===== src/rtl/vcid_pkg.sv =====
package vcid_pkg;
    localparam int unsigned NTHR  = 4;
    localparam int unsigned CW    = 20;
    localparam int unsigned NSLOT = 32;
    localparam int unsigned IDW   = NTHR * CW;
    localparam int unsigned TW    = $clog2(NTHR);
    localparam int unsigned SW    = $clog2(NSLOT);
    localparam int unsigned CNTW  = SW + 1;

    typedef logic [IDW-1:0]  vcid_t;
    typedef logic [SW-1:0]   slot_t;
    typedef logic [CNTW-1:0] cnt_t;
    typedef logic [TW-1:0]   tid_t;

    typedef enum logic [1:0] {
        OP_IDLE  = 2'd0,
        OP_NEW   = 2'd1,
        OP_MERGE = 2'd2,
        OP_FREE  = 2'd3
    } op_e;

    typedef enum logic [1:0] {
        REL_EQ     = 2'd0,
        REL_BEFORE = 2'd1,
        REL_AFTER  = 2'd2,
        REL_UNORD  = 2'd3
    } rel_e;

    // Raise the counter of thread t by one.
    function automatic vcid_t vc_succ(vcid_t v, tid_t t);
        vcid_t r;
        r = v;
        for (int k = 0; k < int'(NTHR); k++) begin
            if (k == int'(t)) r[k*CW +: CW] = v[k*CW +: CW] + CW'(1);
        end
        return r;
    endfunction

    // Per-counter maximum, then successor on thread t.
    function automatic vcid_t vc_merge(vcid_t a, vcid_t b, tid_t t);
        vcid_t r;
        for (int k = 0; k < int'(NTHR); k++) begin
            r[k*CW +: CW] = (a[k*CW +: CW] > b[k*CW +: CW]) ? a[k*CW +: CW] : b[k*CW +: CW];
        end
        return vc_succ(r, t);
    endfunction

    // Relation of a to b (used by checks).
    function automatic rel_e vc_rel(vcid_t a, vcid_t b);
        logic all_le, all_ge;
        all_le = 1'b1;
        all_ge = 1'b1;
        for (int k = 0; k < int'(NTHR); k++) begin
            if (a[k*CW +: CW] > b[k*CW +: CW]) all_le = 1'b0;
            if (a[k*CW +: CW] < b[k*CW +: CW]) all_ge = 1'b0;
        end
        if (all_le && all_ge) return REL_EQ;
        if (all_le)           return REL_BEFORE;
        if (all_ge)           return REL_AFTER;
        return REL_UNORD;
    endfunction
endpackage


===== src/rtl/vcid_alloc.sv =====
module vcid_alloc
    import vcid_pkg::*;
(
    input  logic  clk,
    input  logic  rst,
    input  logic  alloc_en,
    input  logic  free_en,
    input  slot_t free_idx,
    output logic  any_free,
    output slot_t alloc_idx,
    output logic  free_hit,
    output cnt_t  free_cnt
);
    logic [NSLOT-1:0] busy;

    always_comb begin
        alloc_idx = '0;
        any_free  = 1'b0;
        for (int i = int'(NSLOT) - 1; i >= 0; i--) begin
            if (!busy[i]) begin
                alloc_idx = slot_t'(i);
                any_free  = 1'b1;
            end
        end
    end

    assign free_hit = free_en && busy[free_idx];

    always_ff @(posedge clk) begin
        if (rst) begin
            busy     <= '0;
            free_cnt <= cnt_t'(NSLOT);
        end else if (alloc_en && any_free) begin
            busy[alloc_idx] <= 1'b1;
            free_cnt        <= free_cnt - cnt_t'(1);
        end else if (free_hit) begin
            busy[free_idx] <= 1'b0;
            free_cnt       <= free_cnt + cnt_t'(1);
        end
    end


    cnt_match_chk: assert property (@(posedge clk) disable iff (rst)
        int'(free_cnt) == int'(NSLOT) - $countones(busy));


    no_alloc_full_chk: assert property (@(posedge clk) disable iff (rst)
        (free_cnt == '0) |-> !any_free);
endmodule


===== src/rtl/vcid_regfile.sv =====
module vcid_regfile
    import vcid_pkg::*;
(
    input  logic  clk,
    input  logic  rst,
    input  logic  wr_en,
    input  slot_t wr_idx,
    input  vcid_t wr_data,
    input  slot_t rd_idx,
    output vcid_t rd_data
);
    vcid_t mem [NSLOT];

    always_ff @(posedge clk) begin
        if (rst) begin
            for (int i = 0; i < int'(NSLOT); i++) mem[i] <= '0;
        end else if (wr_en) begin
            mem[wr_idx] <= wr_data;
        end
    end

    assign rd_data = mem[rd_idx];


    wr_land_chk: assert property (@(posedge clk) disable iff (rst)
        wr_en |=> mem[$past(wr_idx)] == $past(wr_data));
endmodule


===== src/rtl/vcid_cmp.sv =====
module vcid_cmp
    import vcid_pkg::*;
(
    input  logic  clk,
    input  logic  rst,
    input  logic  req,
    input  vcid_t a,
    input  vcid_t b,
    output logic  vld,
    output rel_e  rel,
    output logic  race
);
    logic [NTHR-1:0] le, ge;
    rel_e rel_d;

    for (genvar k = 0; k < int'(NTHR); k++) begin : g_lane
        assign le[k] = a[k*CW +: CW] <= b[k*CW +: CW];
        assign ge[k] = a[k*CW +: CW] >= b[k*CW +: CW];
    end

    always_comb begin
        if (&le && &ge) rel_d = REL_EQ;
        else if (&le)   rel_d = REL_BEFORE;
        else if (&ge)   rel_d = REL_AFTER;
        else            rel_d = REL_UNORD;
    end

    always_ff @(posedge clk) begin
        if (rst) begin
            vld  <= 1'b0;
            rel  <= REL_EQ;
            race <= 1'b0;
        end else begin
            vld <= req;
            if (req) begin
                rel  <= rel_d;
                race <= (rel_d == REL_UNORD);
            end
        end
    end


    cmp_due_chk: assert property (@(posedge clk) disable iff (rst)
        req |=> vld && rel == vc_rel($past(a), $past(b)));


    race_code_chk: assert property (@(posedge clk) disable iff (rst)
        vld |-> (race == (rel == REL_UNORD)));
endmodule


===== src/rtl/vcid_unit.sv =====
module vcid_unit
    import vcid_pkg::*;
(
    input  logic                clk,
    input  logic                rst,
    input  logic [TW-1:0]       self_tid,
    input  logic [1:0]          op,
    input  logic [SW-1:0]       free_idx,
    input  logic [IDW-1:0]      mrg_id,
    input  logic [CNTW-1:0]     lwm,
    input  logic                cmp_req,
    input  logic [SW-1:0]       cmp_idx,
    input  logic [IDW-1:0]      cmp_id,
    output logic                stall,
    output logic [IDW-1:0]      cur_id,
    output logic [SW-1:0]       cur_slot,
    output logic                cur_vld,
    output logic [CNTW-1:0]     free_cnt,
    output logic                low_water,
    output logic                cmp_vld,
    output logic [1:0]          cmp_rel,
    output logic                cmp_race
);
    op_e   cmd;
    logic  any_free, free_hit, new_go, merge_go, free_go;
    slot_t alloc_idx;
    vcid_t succ_id, merged_id, rd_data;
    logic  wr_en;
    slot_t wr_idx;
    vcid_t wr_data;
    rel_e  rel_q;

    assign cmd      = op_e'(op);
    assign new_go   = (cmd == OP_NEW) && any_free;
    assign merge_go = (cmd == OP_MERGE);
    assign free_go  = (cmd == OP_FREE);
    assign stall    = (cmd == OP_NEW) && !any_free;

    assign succ_id   = vc_succ(cur_id, self_tid);
    assign merged_id = vc_merge(cur_id, mrg_id, self_tid);

    always_comb begin
        wr_en   = 1'b0;
        wr_idx  = alloc_idx;
        wr_data = succ_id;
        if (new_go) begin
            wr_en = 1'b1;
        end else if (merge_go && cur_vld) begin
            wr_en   = 1'b1;
            wr_idx  = cur_slot;
            wr_data = merged_id;
        end
    end

    vcid_alloc u_alloc (
        .clk      (clk),
        .rst      (rst),
        .alloc_en (new_go),
        .free_en  (free_go),
        .free_idx (free_idx),
        .any_free (any_free),
        .alloc_idx(alloc_idx),
        .free_hit (free_hit),
        .free_cnt (free_cnt)
    );

    vcid_regfile u_rf (
        .clk    (clk),
        .rst    (rst),
        .wr_en  (wr_en),
        .wr_idx (wr_idx),
        .wr_data(wr_data),
        .rd_idx (cmp_idx),
        .rd_data(rd_data)
    );

    vcid_cmp u_cmp (
        .clk (clk),
        .rst (rst),
        .req (cmp_req),
        .a   (rd_data),
        .b   (cmp_id),
        .vld (cmp_vld),
        .rel (rel_q),
        .race(cmp_race)
    );

    assign cmp_rel = rel_q;

    always_ff @(posedge clk) begin
        if (rst) begin
            cur_id   <= '0;
            cur_slot <= '0;
            cur_vld  <= 1'b0;
        end else if (new_go) begin
            cur_id   <= succ_id;
            cur_slot <= alloc_idx;
            cur_vld  <= 1'b1;
        end else if (merge_go) begin
            cur_id <= merged_id;
        end else if (free_hit && cur_vld && free_idx == cur_slot) begin
            cur_vld <= 1'b0;
        end
    end

    assign low_water = free_cnt < lwm;


    new_succ_chk: assert property (@(posedge clk) disable iff (rst)
        new_go |=> vc_rel($past(cur_id), cur_id) == REL_BEFORE && cur_vld
                   && free_cnt == $past(free_cnt) - cnt_t'(1));


    merge_dom_chk: assert property (@(posedge clk) disable iff (rst)
        merge_go |=> vc_rel($past(mrg_id), cur_id) == REL_BEFORE
                     && vc_rel($past(cur_id), cur_id) == REL_BEFORE);


    stall_hold_chk: assert property (@(posedge clk) disable iff (rst)
        stall |=> $stable(cur_id) && $stable(cur_slot) && $stable(free_cnt));


    free_up_chk: assert property (@(posedge clk) disable iff (rst)
        free_hit |=> free_cnt == $past(free_cnt) + cnt_t'(1));
endmodule


===== config.mk =====
export PLATFORM = sky130hd
export DESIGN_NAME = vcid_unit
export DESIGN_NICKNAME = d
export VERILOG_FILES = /design/src/rtl/vcid_pkg.sv /design/src/rtl/vcid_alloc.sv /design/src/rtl/vcid_regfile.sv /design/src/rtl/vcid_cmp.sv /design/src/rtl/vcid_unit.sv
export SDC_FILE = /design/constraint.sdc
export NUM_CORES = 2
export LEC_CHECK = 0
export ABC_CLOCK_PERIOD_IN_PS = 4350
export BUFFER_PORTS_ARGS = -buffer_cell sky130_fd_sc_hd__buf_2
export CAP_MARGIN = 20
export CORE_ASPECT_RATIO = 0.6
export CORE_UTILIZATION = 46
export DETAILED_ROUTE_END_ITERATION = 10
export HOLD_SLACK_MARGIN = 0.12
export SETUP_SLACK_MARGIN = 0.2
export SYNTH_ARGS = -nofsm -noshare
export SYNTH_HDL_FRONTEND = slang
export SYNTH_SLANG_ARGS = --single-unit
export TNS_END_PERCENT = 1

===== constraint.sdc =====
create_clock -name clk -period 4.35 [get_ports clk]
set_input_delay 0.2175 -clock clk [delete_from_list [all_inputs] [get_ports clk]]
set_output_delay 0.2175 -clock clk [all_outputs]
set_load 0.05 [all_outputs]

# --- Yosys cells after proc, flatten, opt, wreduce, memory -nomap -nowiden ---
# Memories as Yosys holds them, arrays and structs flattened.
# Cells that the tools add are included.
totals:
  memories: 1
  in_bits: 183
  ram_bits: 2560
  out_inout_bits: 98
  register_bits: 128
memory_table:
  columns: ["name", "words", "word_bits", "read_ports", "rd_ports_with_merged_regs", "write_ports", "line_no", "rtl"]
  rows:
  - ["u_rf.mem", 32, 80, 1, 0, 32, "vcid_regfile.sv:12", "vcid_t mem [NSLOT];"]
op_classes:
  order_cmp: 17
  bitwise: 3
  n_reduce_logical: 19
  eq_ne: 9
  n_mux: 108
  addsub: 10
op_table:
  columns: ["operator", "count"]
  rows:
  - ["$mux 80", 5]
  - ["$mux 20", 12]
  - ["$mux 5", 35]
  - ["$add 20x1->20 const B", 8]
  - ["$ge 20x20->1", 4]
  - ["$gt 20x20->1", 4]
  - ["$le 20x20->1", 4]
  - ["$reduce_or 80->1", 1]
  - ["$mux 32", 2]
  - ["$mux 1", 47]
  - ["$and 32x32->32", 1]
  - ["$not 32->32", 1]
  - ["$or 32x32->32", 1]
  - ["$lt 5x6->1 const B", 2]
  - ["$mux 6", 2]
  - ["$demux 1 s5", 2]
  - ["$ge 5x1->1 const B", 2]
  - ["$logic_and 1x1->1", 10]
  - ["$reduce_and 4->1", 2]
  - ["$add 6x1->6 const B", 1]
  - ["$eq 2x2->1 const B", 3]
  - ["$lt 6x6->1", 1]
  - ["$reduce_bool 2->1", 3]
  - ["$sub 6x1->6 const B", 1]
  - ["other kinds (10)", 12]

# --- Logic depth before layout (Yosys ltp) ---
logic_depth:
  word_depth: 39
  mapped_depth: 24
  mapped_depth_nobuf: 20

# --- By module ---
# A second synthesis with hierarchy kept.
hier_totals:
  hier_cells: 9613
  area_unflattened_um2: 131442.3
modules_own_cells:
  columns: ["mod", "cells_each", "area_per_inst_um2", "instances", "seq_area_each_um2"]
  rows:
  - ["vcid_regfile", 7164, 114559.9, 1, 76873.7]
  - ["vcid_unit", 1833, 12112.9, 1, 1721.7]
  - ["vcid_alloc", 306, 2538.7, 1, 760.7]
  - ["vcid_cmp", 310, 2230.9, 1, 80.1]

# --- Worst setup path before layout ---
# No wires, ideal clock.
synth_timing:
  path_type: "register to register"
  from: "register cur_id[47]"
  to: "memory u_rf.mem[24][58] (netlist bit) (data pin)"
  n_path_buf: 4
  stages_incl_launch_ff: 24
  required_ns: 4.084
  synth_period_minus_slack_ns: 4.837
  t_arrival_ns: 4.571
  setup_slack_ns: -0.487
  setup_time_ns: 0.266
  path_cell_list: "dfxtp_1 ha_1 nand4_1 nor2_1 a2111oi_0 a221o_1 o2111a_1 buf_6 or2_1 buf_6 buf_2 nand2_1 o21ai_0 ha_1 inv_1 nor3_1 and4_1 nand3_1 nor2_1 xnor2_1 mux2i_1 o21ai_1 buf_2 nor2_1"
synth_rtl:
  columns: ["item", "line_no", "rtl"]
  rows:
  - ["start, declared", "vcid_unit.sv:15", "output logic [IDW-1:0] cur_id,"]
  - ["start signal, assigned", "vcid_unit.sv:96", "cur_id <= succ_id;"]
  - ["start signal, assigned", "vcid_unit.sv:100", "cur_id <= merged_id;"]
  - ["end, declared", "vcid_regfile.sv:12", null]

==> impl_metrics.yaml <==
cts:
  htree_levels: 4
  cts_root_buf: "clkbuf_16"
  tritoncts: "done"
  cts_buffer_depth: 4
  cts.sinks: 2688
  path_clk_slew_ns: 0.07
  clkLatencyLatePin_ns: 0.93
  cts-buffers-inserted: 245
floorplan:
  dieHeight_um: 407
  io_pins: 281
  core_area_sq_mm: 0.271
  start_util: 0.463
  num_rows: 148
  dieArea_sq_mm: 0.275
  chipWidth_um: 677
timing:
  rsz0062_at_grt: "true"
  finalHoldWorstSlack_ns: 0.159
  finalCriticalPeriod_ns: 4.42
  drv_slew: 0
  worst_slack_ns: -0.0658
  finalSetupViolCount: 21
  worstMarginPinSlew_ns: 1.20
  min_period_over_period: 1.02
  fin_tns_setup_ns: -0.459
  max_freq_mhz: 226
  hold_viol: 0
  fin_worst_skew_ns: 0.0578
  slew_headroom: 0.200
global_route:
  grt_pass1_vias: 83800
  track_usage: 0.338
  grt_max_degree: 81
  grt_overflow: 0
  antenna_found_initial: 15
  grt_pass1_wl_um: 652000
finish:
  nFillCells: 21800
  seqCellArea_sq_mm: 0.0795
  stdcell_area_sq_mm: 0.146
  final_cells: 13500
  area_growth_pct: 16.4
  drive_gt1_frac: 0.251
  fin_nets: 10000
  multiInputGateArea_sq_mm: 0.0434
setup_path:
  critPathRequiredTime_ns: 4.95
  end_kind: "register"
  worst-path-buf-inv: 3
  reg2reg_to: "u_rf.mem[10][56]"
  critPathMaxFanout: 8
  r2r-start: "cur_id[53]"
  cpLargestDelayFamily: "simple AND/OR/NAND/NOR gates"
  cp_slowest_cell: "dfxtp_4"
  startpoint_type: "register"
  slowest_delay_ns: 0.34
  critPathKind: "register to register"
  worstPathCellList: "ha_1 -> and3_4 -> nand4_1 -> nor3_2 -> nand3_1 -> o2111a_1 -> or2_4 -> o21ai_4 -> ha_4 -> nand2_4 -> nor3_4 -> nand3_2 -> nor4_2 -> buf_4 -> o21ai_4 -> xnor2_2 -> o22ai_4 -> buf_12 -> buf_16 -> nor2_1"
  path_depth: 20
  worstPathArrival_ns: 5.02
  reg2reg_slack_ns: -0.07
  cp_common_cell: "o21ai_4"
  r2r_cells: 20
  crit_start: "cur_id[53]"
  crit_end: "u_rf.mem[10][56]"
synthesis:
  ys.flop_type: "edfxtp_1"
  async_reset_ff_frac: 0
  avgSynthCellArea_sq_um: 13.7
  yosysTopAreaCell: "edfxtp_1"
  synth_cell_types: 96
  yosysTopAreaCellShare: 0.612
  synth_edf_count: 2560
  ys_warn_count: 0
  syn-cell-area_sq_mm: 0.126
  synth_fp_nets: 9557
  ys_ff_latch: 2688
  ys_seq_area_frac: 0.632
  synth_area_leaders: "edfxtp_1 (61%), mux4_2 (15%), nor2_1 (8.2%), dfxtp_1 (2.0%), ha_1 (1.8%)"
  synth_cells: 9196
place:
  gp_congestion: 0.920
  numPlacedInstances: 12900
  dpl_cell_area_sq_mm: 0.136
  port_buffers: 280
  place_hpwl_um: 255000
power:
  swShare: 0.251
  pwr-share-clk: 0.376
  pwr-share-comb: 0.117
  p_leak_nw: 49.8
  p_int_mw: 43.9
  p_sw_mw: 14.7
  power_density_mw_per_mm2: 401
  power_frac_seq: 0.507
  vdd_ir_drop_max_uv: 351
run_status:
  status: "complete, but fails checks"
  violations: "negative setup slack"
routing:
  ant_nets: 0
  vias_per_cell: 6.52
  wl_per_cell_um: 35.1
  vias: 87900
  drt-initial-drc-count: 14900
  drt_wl_total_um: 472000
  drt_pass1_iterations: 6
  drc: 0
job:
  maxCapViolations: 0
min_path:
  hold_class: "input port to register"
## power groups by stage
stage,clock network [mW],registers [mW],logic (mW)
after floorplan,0,30.3,3.48
after global placement,0,30.2,6.50
after detailed placement,0,30.2,6.55
after CTS,22.1,29.7,6.69
after global routing,23.1,29.8,7.11
final,22.0,29.7,6.87
## through the flow
step	total power, mW	setup slack, ns	util
floorplan	33.8	-0.146	-
global placement	36.7	-0.853	0.503
detailed placement	36.8	-0.747	0.503
CTS	58.5	0.0839	0.537
global route	59.9	-0.229	0.539
finish	58.6	-0.0658	0.539
## cells by family after synthesis
group,after synthesis,share of synthesized area
AND/OR/NAND/NOR,3529,0.115
flip-flops,2688,0.632
buffers and inverters,1029,0.0339
multiplexers,932,0.156
AO/OA/AOI/OAI,662,0.0334
XOR/XNOR,178,0.0125
adder cells (fa/ha/maj),178,0.0178
## tightest hold or removal path: stages
cell	delay (ns)
buf_2	0.12
mux2i_2	0.09
xnor2_2	0.13
buf_4	0.24
o22ai_1	0.22
## how the worst min path moves through the flow
stage,startpoint,end,slack (ns),cells past startpoint
after floorplan,cmp_req,u_cmp.rel[0],0.31,1
after global placement,u_alloc.busy[30],u_alloc.busy[30],0.50,2
after detailed placement,u_cmp.rel[0],u_cmp.rel[0],0.48,2
after CTS,mrg_id[42],cur_id[42],0.12,5
after global routing,mrg_id[42],cur_id[42],0.19,5
final,mrg_id[42],cur_id[42],0.16,5
## cell usage in the layout, fill, tap and decap left out, types with 51 or more instances in the layout
master	count
nor2_1	2730
edfxtp_1	2560
mux4_2	809
buf_4	465
buf_2	274
nand2_1	273
clkbuf_16	250
inv_1	192
buf_12	192
a21oi_1	166
ha_1	163
o21ai_0	140
dlygate4sd3_1	124
xnor2_1	122
dfxtp_1	103
nand3_1	88
mux2_2	86
nor3_1	71
nand4_1	65
clkinv_2	55
a211oi_1	51
## sequential cells by signal, summed over array words and instances, names as in the netlist
signal and flops:
u_rf.mem 2560, u_alloc.free_cnt 6, cur_slot 5, u_cmp.rel 2, u_alloc.busy 32, cur_id 80
u_cmp.vld 1, cur_vld 1, u_cmp.race 1
## routing by layer
metal | vias to the layer above | wire, um | track usage
met5 | - | 69 | 0
met4 | 10 | 18500 | 0.114
met2 | 7130 | 211000 | 0.515
li1 | 34700 | - | -
met3 | 1041 | 65900 | 0.0891
met1 | 44900 | 177000 | 0.473
## synthesized netlist by cell type, types with 17 or more instances
| library cell | count |
|---|---|
| xnor2_1 | 130 |
| buf_1 | 89 |
| and3_1 | 33 |
| mux2i_1 | 32 |
| and4_1 | 17 |
| buf_2 | 225 |
| o22ai_1 | 18 |
| inv_1 | 194 |
| ha_1 | 177 |
| o21ai_1 | 27 |
| nor2b_1 | 27 |
| o21ai_0 | 144 |
| nand4_1 | 65 |
| clkbuf_1 | 494 |
| nand3_1 | 102 |
| nand2_1 | 318 |
| a21o_1 | 36 |
| a31oi_1 | 28 |
| mux2_2 | 88 |
| a221oi_1 | 24 |
| nor2_1 | 2745 |
| xor2_1 | 47 |
| buf_4 | 19 |
| dfxtp_1 | 128 |
| and2_1 | 19 |
| nor4_1 | 20 |
| mux4_2 | 809 |
| a21oi_1 | 193 |
| edfxtp_1 | 2560 |
| nor3_1 | 81 |
| a211oi_1 | 51 |
## timing repair
item / in CTS / in global routing
hold buffers: 124 / 0
hold endpoints to repair: 209 / 0
setup endpoints to repair: 641 / 944
resized for setup: 23 / 82
gates cloned: 2 / 3
pin swaps: 7 / 17
buffers inserted: 2 / 4
## layout make-up
class,count,area share
diodes,1,0.0000171
clock buffers,297,0.0439
clock inverters,147,0.00956
inverters,195,0.00502
multi-input cells,5479,0.297
flip-flops and latches,2688,0.544
well taps,3600,0.0308
repair buffers,1068,0.0698
Note: power is estimated with default switching activity, not from simulation.
